<file path="config.mk">
export PLATFORM = sky130hd
export DESIGN_NAME = shmem_decoder
export DESIGN_NICKNAME = d
export VERILOG_FILES = /design/src/rtl/shmem_pkg.sv /design/src/rtl/shmem_phase_gen.sv /design/src/rtl/shmem_seg_decode.sv /design/src/rtl/shmem_ram_arb.sv /design/src/rtl/shmem_decoder.sv
export SDC_FILE = /design/constraint.sdc
export NUM_CORES = 1
export LEC_CHECK = 0
export BUFFER_PORTS_ARGS = -buffer_cell sky130_fd_sc_hd__buf_2
export CAP_MARGIN = 20
export CORE_MARGIN = 2
export CORE_UTILIZATION = 28
export DETAILED_ROUTE_END_ITERATION = 10
export MAX_ROUTING_LAYER = met4
export PLACE_DENSITY = 0.77
export SETUP_SLACK_MARGIN = 0.1
export SYNTH_ARGS = -nofsm -noshare
export SYNTH_HDL_FRONTEND = slang
export SYNTH_SLANG_ARGS = --single-unit
</file>
<file path="constraint.sdc">
create_clock -name clk -period 2.2 [get_ports clk]
set_input_delay 0.44 -clock clk [delete_from_list [all_inputs] [get_ports clk]]
set_output_delay 0.44 -clock clk [all_outputs]
set_load 0.02 [all_outputs]
</file>
<file path="src/rtl/shmem_pkg.sv">
package shmem_pkg;
   typedef enum logic [1:0] {
      SEG_LOW  = 2'b00,
      SEG_RAM  = 2'b01,
      SEG_IO   = 2'b10,
      SEG_ROM  = 2'b11
   } seg_e;

   typedef struct packed {
      logic rom;
      logic kbd;
      logic vmode;
      logic ram;
   } sel_t;
endpackage

</file>
<file path="src/rtl/shmem_phase_gen.sv">
module shmem_phase_gen #(
   parameter int PHASES = 4
) (
   input  logic clk,
   input  logic rst_n,
   output logic e_hi,
   output logic strobe
);
   localparam int CW   = (PHASES > 2) ? $clog2(PHASES) : 1;
   localparam int HALF = PHASES / 2;
   localparam logic [CW-1:0] LAST = CW'(PHASES - 1);
   localparam logic [CW-1:0] MID  = CW'(HALF);

   generate
      if (PHASES < 2 || (PHASES % 2) != 0) begin : g_bad
         $error("PHASES must be even and at least 2");
      end
   endgenerate

   logic [CW-1:0] cnt;

   always_ff @(posedge clk) begin
      if (!rst_n)
         cnt <= '0;
      else if (cnt == LAST)
         cnt <= '0;
      else
         cnt <= cnt + 1'b1;
   end

   assign e_hi   = (cnt >= MID);
   assign strobe = (cnt == '0);
endmodule

</file>
<file path="src/rtl/shmem_seg_decode.sv">
module shmem_seg_decode
   import shmem_pkg::*;
#(
   parameter int ADDR_W = 16
) (
   input  logic [ADDR_W-1:0] cpu_addr,
   input  logic              cpu_rd_wr,
   input  logic              e_hi,
   input  logic              exp_disable,
   output sel_t              sel
);
   generate
      if (ADDR_W < 4) begin : g_bad
         $error("ADDR_W too small");
      end
   endgenerate

   seg_e seg;
   logic qual;

   assign seg  = seg_e'(cpu_addr[ADDR_W-1 -: 2]);
   assign qual = e_hi & ~exp_disable;

   always_comb begin
      sel = '0;
      if (qual) begin
         unique case (seg)
            SEG_RAM: sel.ram   = 1'b1;
            SEG_IO: begin
               sel.kbd   = cpu_rd_wr;
               sel.vmode = ~cpu_rd_wr;
            end
            SEG_ROM: sel.rom   = 1'b1;
            default: sel       = '0;
         endcase
      end
   end

   logic unused_lo;
   assign unused_lo = ^cpu_addr[ADDR_W-3:0];
endmodule

</file>
<file path="src/rtl/shmem_ram_arb.sv">
module shmem_ram_arb #(
   parameter int ADDR_W      = 16,
   parameter int RAM_AW      = 12,
   parameter int BANKS       = 2,
   parameter bit ALIAS_GUARD = 1'b1
) (
   input  logic [ADDR_W-1:0] cpu_addr,
   input  logic              cpu_rd_wr,
   input  logic              win_strobe,
   input  logic              ram_granted,
   input  logic [RAM_AW-1:0] vid_addr,
   output logic [RAM_AW-1:0] ram_addr,
   output logic              ram_we_n,
   output logic [BANKS-1:0]  bank_sel
);
   localparam int BB = (BANKS > 1) ? $clog2(BANKS) : 1;

   generate
      if (BANKS < 2 || (1 << BB) != BANKS) begin : g_bad_banks
         $error("BANKS must be a power of two, at least 2");
      end
      if (RAM_AW + 2 >= ADDR_W) begin : g_bad_aw
         $error("RAM_AW leaves no guard bit below the segment bits");
      end
   endgenerate

   logic blocked;

   generate
      if (ALIAS_GUARD) begin : g_guard
         assign blocked = cpu_addr[RAM_AW];
      end else begin : g_noguard
         assign blocked = 1'b0;
      end
   endgenerate

   assign ram_addr = ram_granted ? cpu_addr[RAM_AW-1:0] : vid_addr;
   assign ram_we_n = ~(ram_granted & ~cpu_rd_wr & win_strobe & ~blocked);

   logic [BB-1:0] bank_idx;
   assign bank_idx = ram_addr[RAM_AW-1 -: BB];

   generate
      for (genvar b = 0; b < BANKS; b++) begin : g_bank
         assign bank_sel[b] = (bank_idx == BB'(b));
      end
   endgenerate

   logic unused_hi;
   assign unused_hi = ^cpu_addr[ADDR_W-1:RAM_AW+1] ^ (ALIAS_GUARD ? 1'b0 : cpu_addr[RAM_AW]);
endmodule

</file>
<file path="src/rtl/shmem_decoder.sv">
module shmem_decoder
   import shmem_pkg::*;
#(
   parameter int ADDR_W      = 16,
   parameter int RAM_AW      = 12,
   parameter int BANKS       = 2,
   parameter int PHASES      = 4,
   parameter bit ALIAS_GUARD = 1'b1
) (
   input  logic              clk,
   input  logic              rst_n,
   input  logic [ADDR_W-1:0] cpu_addr,
   input  logic              cpu_rd_wr,
   input  logic              win_strobe,
   input  logic [RAM_AW-1:0] vid_addr,
   input  logic              exp_disable,
   output logic              e_clk,
   output logic              addr_strobe,
   output logic [RAM_AW-1:0] ram_addr,
   output logic              ram_we_n,
   output logic [BANKS-1:0]  bank_sel,
   output logic              rom_sel,
   output logic              kbd_rd,
   output logic              vmode_wr,
   output logic              cpu_buf_en
);
   logic e_hi;
   sel_t sel;

   shmem_phase_gen #(.PHASES(PHASES)) u_phase (
      .clk    (clk),
      .rst_n  (rst_n),
      .e_hi   (e_hi),
      .strobe (addr_strobe)
   );

   shmem_seg_decode #(.ADDR_W(ADDR_W)) u_seg (
      .cpu_addr    (cpu_addr),
      .cpu_rd_wr   (cpu_rd_wr),
      .e_hi        (e_hi),
      .exp_disable (exp_disable),
      .sel         (sel)
   );

   shmem_ram_arb #(
      .ADDR_W(ADDR_W), .RAM_AW(RAM_AW), .BANKS(BANKS), .ALIAS_GUARD(ALIAS_GUARD)
   ) u_arb (
      .cpu_addr    (cpu_addr),
      .cpu_rd_wr   (cpu_rd_wr),
      .win_strobe  (win_strobe),
      .ram_granted (sel.ram),
      .vid_addr    (vid_addr),
      .ram_addr    (ram_addr),
      .ram_we_n    (ram_we_n),
      .bank_sel    (bank_sel)
   );

   assign e_clk      = e_hi;
   assign rom_sel    = sel.rom;
   assign kbd_rd     = sel.kbd;
   assign vmode_wr   = sel.vmode;
   assign cpu_buf_en = sel.ram;
endmodule

</file>
# Yosys cells after proc, flatten, opt, wreduce, memory -nomap -nowiden
# Index checks and enable logic that the tools add are counted.
[word_totals]
ff_bits = 2
latch_bits = 0
mem_bits_rw = 0
mem_bits_ro = 0
wordCells = 24
mem_count = 0
[classes]
n_addsub = 1
n_mul = 0
n_div = 0
n_lt_le_gt_ge = 1
n_eq_ne = 4
shifts = 0
mux = 5
bitwise = 10
n_reduce_logical = 2
[op_table]
columns = ["operator", "n"]
rows = [
  ["two-way mux 12 bit", 1],
  ["equality test 2 bit, second input constant", 3],
  ["NOT 1 bit", 6],
  ["AND 1 bit", 4],
  ["two-way mux 4 bit", 1],
  ["adder 2 x 1 -> 2 bit, second input constant", 1],
  ["equality test 2 x 1 -> 1 bit, second input constant", 1],
  [">= comparator 2 bit, second input constant", 1],
  ["logical NOT 2 bit", 1],
  ["two-way mux 1 bit", 2],
  ["two-way mux 2 bit", 1],
  ["OR reduction 2 bit", 1],
]

# Logic depth before layout (Yosys ltp)
# Gate-level depths: netlist (run 1).
[depth]
word_depth = 7
depth_mapped = 7
mapped_depth_nobuf = 5

# By module
# From an unflattened synthesis (run 1), not the netlist that was laid out.
[unflattened]
cells_unflattened = 31
hier_area_um2 = 341.6
[modules_own_cells]
columns = ["mod", "instances", "cells_each", "area_per_inst_um2"]
rows = [
  ["shmem_ram_arb", 1, 16, 175.2],
  ["shmem_phase_gen", 1, 10, 112.6],
  ["shmem_seg_decode", 1, 5, 53.8],
]

# Worst setup path after synthesis (run 1)
# No wires, ideal clock.
[synth_path]
kind = "flip-flop to output port"
from = "register u_phase.cnt[0]"
to = "output port bank_sel[0]"
t_arrival_ns = 1.566
t_required_ns = 1.760
setup_slack_ns = 0.194
path_stages_with_launch = 8
path_cell_list = "dfxtp_1 -> inv_1 -> ha_1 -> o21ba_1 -> and3b_1 -> buf_6 -> buf_12 -> mux2i_1"
[synth_between]
elab_chain_len = 5
[synth_rtl]
columns = ["item", "line", "source"]
rows = [
  ["start: declaration", "shmem_phase_gen.sv:20", "logic [CW-1:0] cnt;"],
  ["start signal: assignment", "shmem_phase_gen.sv:28", "cnt <= cnt + 1'b1;"],
  [">= comparator 2 bit", "shmem_phase_gen.sv:31", "assign e_hi = (cnt >= MID);"],
  ["AND 1 bit", "shmem_seg_decode.sv:22", "assign qual = e_hi & ~exp_disable;"],
  ["two-way mux 4 bit", "shmem_seg_decode.sv:26", "if (qual) begin"],
  ["via cpu_buf_en", "shmem_decoder.sv:25", "output logic cpu_buf_en"],
  ["two-way mux 12 bit", "shmem_ram_arb.sv:37", "assign ram_addr = ram_granted ? cpu_addr[RAM_AW-1:0] : vid_addr;"],
  ["NOT 1 bit", "shmem_ram_arb.sv:45", "assign bank_sel[b] = (bank_idx == BB'(b));"],
  ["end: declaration", "shmem_decoder.sv:21", "output logic [BANKS-1:0] bank_sel,"],
]
# The timed path passes the listed nets, and every way through them passes these cells.

# Worst setup path after layout (run 1)
[layout_path]
from = "register u_phase.cnt[0]"
to = "output port bank_sel[1]"
[layout_between]
elab_chain_len = 4
[layout_rtl]
columns = ["item", "line"]
rows = [
  [">= comparator 2 bit", "shmem_phase_gen.sv:31"],
  ["AND 1 bit", "shmem_seg_decode.sv:22"],
  ["two-way mux 4 bit", "shmem_seg_decode.sv:26"],
  ["two-way mux 12 bit", "shmem_ram_arb.sv:37"],
]
# No other way between the ends.

==> results of run 1 <==
-- path summary, 6_finish.rpt --
check | from | end | slack (ns) | cells past startpoint
worst max-delay path | u_phase.cnt[0] | bank_sel[1] | 0.003 | 7
worst min-delay path | rst_n | u_phase.cnt[0] | 0.48 | 2
worst max register to register | u_phase.cnt[0] | u_phase.cnt[1] | 1.04 | 5
worst min register to register | u_phase.cnt[0] | u_phase.cnt[0] | 0.50 | 2
-- timing repair --
| item | 4_1_cts | 5_1_grt |
|---|---|---|
| setup buffers | 4 | 2 |
| hold buffers | 0 | 0 |
| setup endpoints to repair | 14 | 15 |
| cloned | 1 | 0 |
| pin swaps | 1 | 3 |
| gates resized for setup | 38 | 5 |
-- per-layer routing --
| metal | up-vias | global-route usage (%) | routed length, um |
|---|---|---|---|
| met3 | 2 | 0.556 | 129 |
| met2 | 37 | 28.6 | 672 |
| li1 | 240 | - | - |
| met1 | 207 | 15.6 | 434 |
| met4 | 0 | 10.0 | 12 |
| met5 | - | - | 0 |
-- metrics by stage --
stage	total power, mW	TNS, ns	hold WS [ns]	setup WS [ns]
finish	0.331	0	0.484	0.00326
global route	0.354	-0.208	0.479	-0.0343
CTS	0.326	-0.187	0.479	-0.0316
detailed placement	0.194	0	0.449	0.105
global placement	0.189	0	0.439	0.111
floorplan	0.141	0	0.425	0.194
-- power by group through the flow --
stage,Clock [mW],Sequential (mW),Combinational [mW]
finish,0.0805,0.0494,0.201
global route,0.0883,0.0501,0.216
CTS,0.0852,0.0495,0.191
detailed placement,0,0.0473,0.147
global placement,0,0.0466,0.143
floorplan,0,0.0457,0.0952
-- worst max-delay path, delay by kind of cell, from the launching register on --
family,cells,cell delay (ns)
AOI/OAI and AO/OA,1,0.19
adders and majority gates,1,0.15
buffers and inverters,3,0.34
DFF,1,0.32
muxes,1,0.31
and+or+nand+nor,1,0.23
-- cells by family (layout without fill, tap and decap cells) --
logic type      Yosys count  in the layout  synth area share, %
compound gates            1              1                 2.71
fa+ha+maj                 3              3                 10.2
buf+inv                   5             65                 12.5
flops                     2              2                 10.8
mux                      13             13                 46.4
simple gates             10             10                 17.3
-- cell usage in the layout, fill, tap and decap left out, drive strengths merged --
| master | n |
|---|---|
| nand3 | 1 |
| or2 | 1 |
| mux2i | 1 |
| nor3 | 1 |
| inv | 2 |
| clkbuf | 4 |
| nor2 | 1 |
| nor3b | 2 |
| nand2 | 1 |
| dfxtp | 2 |
| and3b | 2 |
| o21ba | 1 |
| buf | 59 |
| and3 | 1 |
| ha | 3 |
| mux2 | 12 |
-- cell type report --
class	instances	area, um2	share of cell area (%)
Timing Repair Buffer	60	444	52.3
Multi-Input combinational cell	27	312	36.7
Inverter	2	7.51	0.884
Tap cell	15	18.8	2.21
Sequential cell	2	45.0	5.30
Clock buffer	3	22.5	2.65
==> flow_summary.yaml, run 1 <==
critical_path:
  crit_path_max_incr_delay_ns: 0.32
  crit_path_max_fanout: 8
  crit_required_ns: 1.76
  path_class: "flop to output port"
  crit_path_start_kind: "flop"
  cpMaxStageDelayCell: "dfxtp_2"
  worstPathCellList: "inv_2 > ha_4 > o21ba_4 > and3b_2 > buf_12 > mux2_4 > buf_6"
  arrival_ns: 1.76
  critPathCaptureType: "output port"
outcome:
  status: "finished, final reports clean"
worst_hold_path:
  hold_class: "input pin to flop"
routing:
  wire_per_inst_um: 11.5
  vias: 486
  antenna_left: 0
  drcViolationCount: 0
  drtPass1Iterations: 1
  drt-total-wl_mm: 1.25
  drt_iter0_markers: 0
  routed_via_density: 4.46
pwr:
  vdd_drop_max_mv: 0.254
  p_per_area_nw_per_um2: 389
  pwr-share-clk_pct: 24.4
  p_leak_nw: 0.457
  intPower_mw: 0.219
  switching_share_pct: 33.9
  switchingPower_mw: 0.112
  seq_power_share_pct: 15.0
  comb_power_share_pct: 60.7
logic_synthesis:
  synth_ff_type: "dfxtp_1"
  syn_avg_cell_area_um2: 10.9
  seq_area_frac_synth_pct: 10.8
  synth_cells: 34
  synth_area_um2: 369
  synthTopCellsByArea: "mux2_4, mux2_2, dfxtp_1, ha_1, buf_12"
  yosys.area.top_type_share_pct: 28.5
  synth_top_cell_by_area: "mux2_4"
  yosysMostFrequentCell: "mux2_4"
  ys_warn_count: 0
  synth_edf_count: 0
  synth_common_cells: "mux2_4, mux2_2, ha_1"
  ys_ff_latch: 2
  synth_cell_types: 18
  syn_nets: 70
  synthArstFlopShare_pct: 0
final_layout:
  diodes: 0
  fillers: 92
  largest_register_ffs: 2
  largest-register: "u_phase.cnt"
  finalNonFillerCells: 109
  nets: 132
  top_regs: "u_phase.cnt x2"
  fin_util_pct: 67.0
  syn2layout_area_growth_pct: 130
  layout-drive-gt1-share_pct: 89.4
  final_cell_area_um2: 850
floorplanning:
  fp.dieArea_um2: 1620
  die_w_um: 40.3
  fp.dieH_um: 40.3
  start_util_pct: 29.1
  top_level_ports: 54
  core_um2: 1270
  num_rows: 13
sta:
  slew_headroom_pct: 92.0
  fin_skew_ns: 0.000757
  finalHoldViolCount: 0
  finalCritPeriodShare_pct: 99.9
  fmax_mhz: 455
  finalMaxSlewViolations: 0
  rsz0062_at_grt: "true"
  worst_slew_pin_slew_ns: 0.117
  setup_viol: 0
  period_needed_ns: 2.20
global_route:
  track_usage_pct: 15.4
  grt_overflow_total: 0
  antenna_found_initial: 0
  grt_pass1_vias: 412
  grt_max_degree: 9
  grt_pass1_wl_mm: 1.59
clock_network:
  h-tree-depth: 1
  insertion_delay_ns: 0.22
  root_buffer: "clkbuf_4"
  cts_sinks: 2
  clk_pin_slew_ns: 0.03
  cts_buffers: 3
  clockBufferDepth: 2
  cts_tree: "done"
placed_design:
  place_area_um2: 629
  dp_cells: 99
  dp_hpwl_um: 835
  io_buffer_count: 52
  place_congestion: 0.658
job:
  maxCapViolCount: 0
(Power assumes the default switching activity.)
==> run 2, diff against run 1 <==
--- a/config.mk
+++ b/config.mk
@@ -11,7 +11,7 @@
 export CORE_UTILIZATION = 28
 export DETAILED_ROUTE_END_ITERATION = 10
 export MAX_ROUTING_LAYER = met4
-export PLACE_DENSITY = 0.77
+export PLACE_DENSITY = 0.89
 export SETUP_SLACK_MARGIN = 0.1
 export SYNTH_ARGS = -nofsm -noshare
 export SYNTH_HDL_FRONTEND = slang
==> flow_summary.yaml, run 2 (same netlist as run 1, synthesis figures left out) <==
sta:
  finalCritPeriodShare_pct: 100
  slew_headroom_pct: 85.3
  period_needed_ns: 2.21
  setup_viol: 3
  worst_slew_pin_slew_ns: 0.220
  finalHoldViolCount: 0
  fin_ws_ns: -0.00882
  finalMaxSlewViolations: 0
  timing.hold.ws_ns: 0.476
  rsz0062_at_grt: "true"
  fin_skew_ns: 0.00441
  fmax_mhz: 453
critical_path:
  r2r_cells: 4
  crit_path_max_incr_delay_ns: 0.33
  rr_startpoint: "u_phase.cnt[1]"
  crit_path_max_fanout: 8
  path_buf_inv: 3
  path_delay_family: "flip-flops"
  arrival_ns: 1.77
  crit_cells: 7
  path_class: "flop to output port"
  critPathLaunch: "u_phase.cnt[0]"
  worstPathCellList: "inv_2 > ha_4 > o21ba_4 > and3b_2 > buf_12 > mux2_4 > buf_6"
  critPathCaptureType: "output port"
  crit_required_ns: 1.76
  crit_path_start_kind: "flop"
  cpMaxStageDelayCell: "dfxtp_2"
routing:
  drt_iter0_markers: 4
  routed_via_density: 4.58
  vias: 495
  drtPass1Iterations: 2
  wire_per_inst_um: 12.0
  drt-total-wl_mm: 1.30
  drcViolationCount: 0
  antenna_left: 0
placed_design:
  io_buffer_count: 52
  dp_hpwl_um: 862
  place_ws_ns: 0.109
  place_congestion: 0.621
  place_area_um2: 629
final_layout:
  final_cell_mix: "buf_2, buf_6, mux2_4"
  nets: 131
  fin_util_pct: 66.4
  layout-drive-gt1-share_pct: 89.2
  syn2layout_area_growth_pct: 128
  largest-register: "u_phase.cnt"
  final_common_cell: "buf_2"
  diodes: 0
  top_regs: "u_phase.cnt x2"
  final_cell_area_um2: 842
  largest_register_ffs: 2
floorplanning:
  fp.dieH_um: 40.3
  fp.dieArea_um2: 1620
  num_rows: 13
  die_w_um: 40.3
  start_util_pct: 29.1
  top_level_ports: 54
  core_um2: 1270
pwr:
  vdd_drop_max_mv: 0.270
  power_mw: 0.333
  p_per_area_nw_per_um2: 396
  p_leak_nw: 0.453
global_route:
  grt_max_degree: 9
  antenna_found_initial: 0
  grt_overflow_total: 0
  grt_pass1_vias: 439
  track_usage_pct: 16.7
  grt_pass1_wl_mm: 1.66
clock_network:
  cts_hold_repair.buffers: 0
  cts_tree: "done"
  root_buffer: "clkbuf_4"
  cts_buffers: 3
  h-tree-depth: 1
  cts_sinks: 2
  insertion_delay_ns: 0.23
  clk_pin_slew_ns: 0.03
  clockBufferDepth: 2
worst_hold_path:
  min_from: "rst_n"
  hold_class: "input pin to flop"
  hold_depth: 2
job:
  maxCapViolCount: 0
outcome:
  violations: "setup timing"
  status: "finished with violations"
## run 2: changes by cell type in the layout (fill, tap and decap cells not counted)
cell	previous run	this run
buf_4	6	5
## run 2: worst paths after layout
| check | end | slack, ns |
|---|---|---|
| worst max register to register | u_phase.cnt[1] | 1.14 |
| worst min register to register | u_phase.cnt[0] | 0.52 |
| worst min-delay path | u_phase.cnt[0] | 0.48 |
| worst max-delay path | ram_addr[11] | -0.009 |
## run 2: area by class of cell
cell class / count / area (um2)
clock buffers: 3 / 22.5
multi-input cells: 27 / 312
inverters: 2 / 7.51
repair buffers: 59 / 437
flip-flops and latches: 2 / 45.0
fillers: 100 / 427
well taps: 15 / 18.8
## run 2: repair_timing
| item | in CTS | in global routing |
|---|---|---|
| setup endpoints to repair | 14 | 15 |
| gates cloned | 1 | 0 |
| gates resized for setup | 39 | 3 |
| pin swaps | 2 | 2 |
| buffers inserted | 5 | 0 |
## run 2: stage by stage
stage	setup TNS [ns]	std cells
2_1_floorplan	0	34
3_3_place_gp	0	99
3_5_place_dp	0	99
4_1_cts	-0.269	108
5_1_grt	-0.453	108
6_report	-0.0173	108
## run 2: per-layer routing
| metal | vias to the layer above | part of all wire [%] | GRT usage [%] |
|---|---|---|---|
| li1 | 237 | - | - |
| met1 | 221 | 30 | 14.7 |
| met2 | 37 | 59 | 32.3 |
| met3 | 0 | 11 | 5.00 |
| met4 | 0 | 0 | 7.50 |
| met5 | - | 0 | - |
## run 2: worst register-to-register path, delay by kind of cell, from the launching register on
kind / cells / cell delay, ns
AND/OR/NAND/NOR: 1 / 0.17
adder cells (fa/ha/maj): 1 / 0.25
flip-flops: 1 / 0.36
buffers and inverters: 2 / 0.16
## run 2: power by group
group	internal (mW)	switching (mW)	total [mW]
logic	0.113	0.0860	0.199
registers	0.0428	0.00575	0.0486
clock network	0.0606	0.0253	0.0858
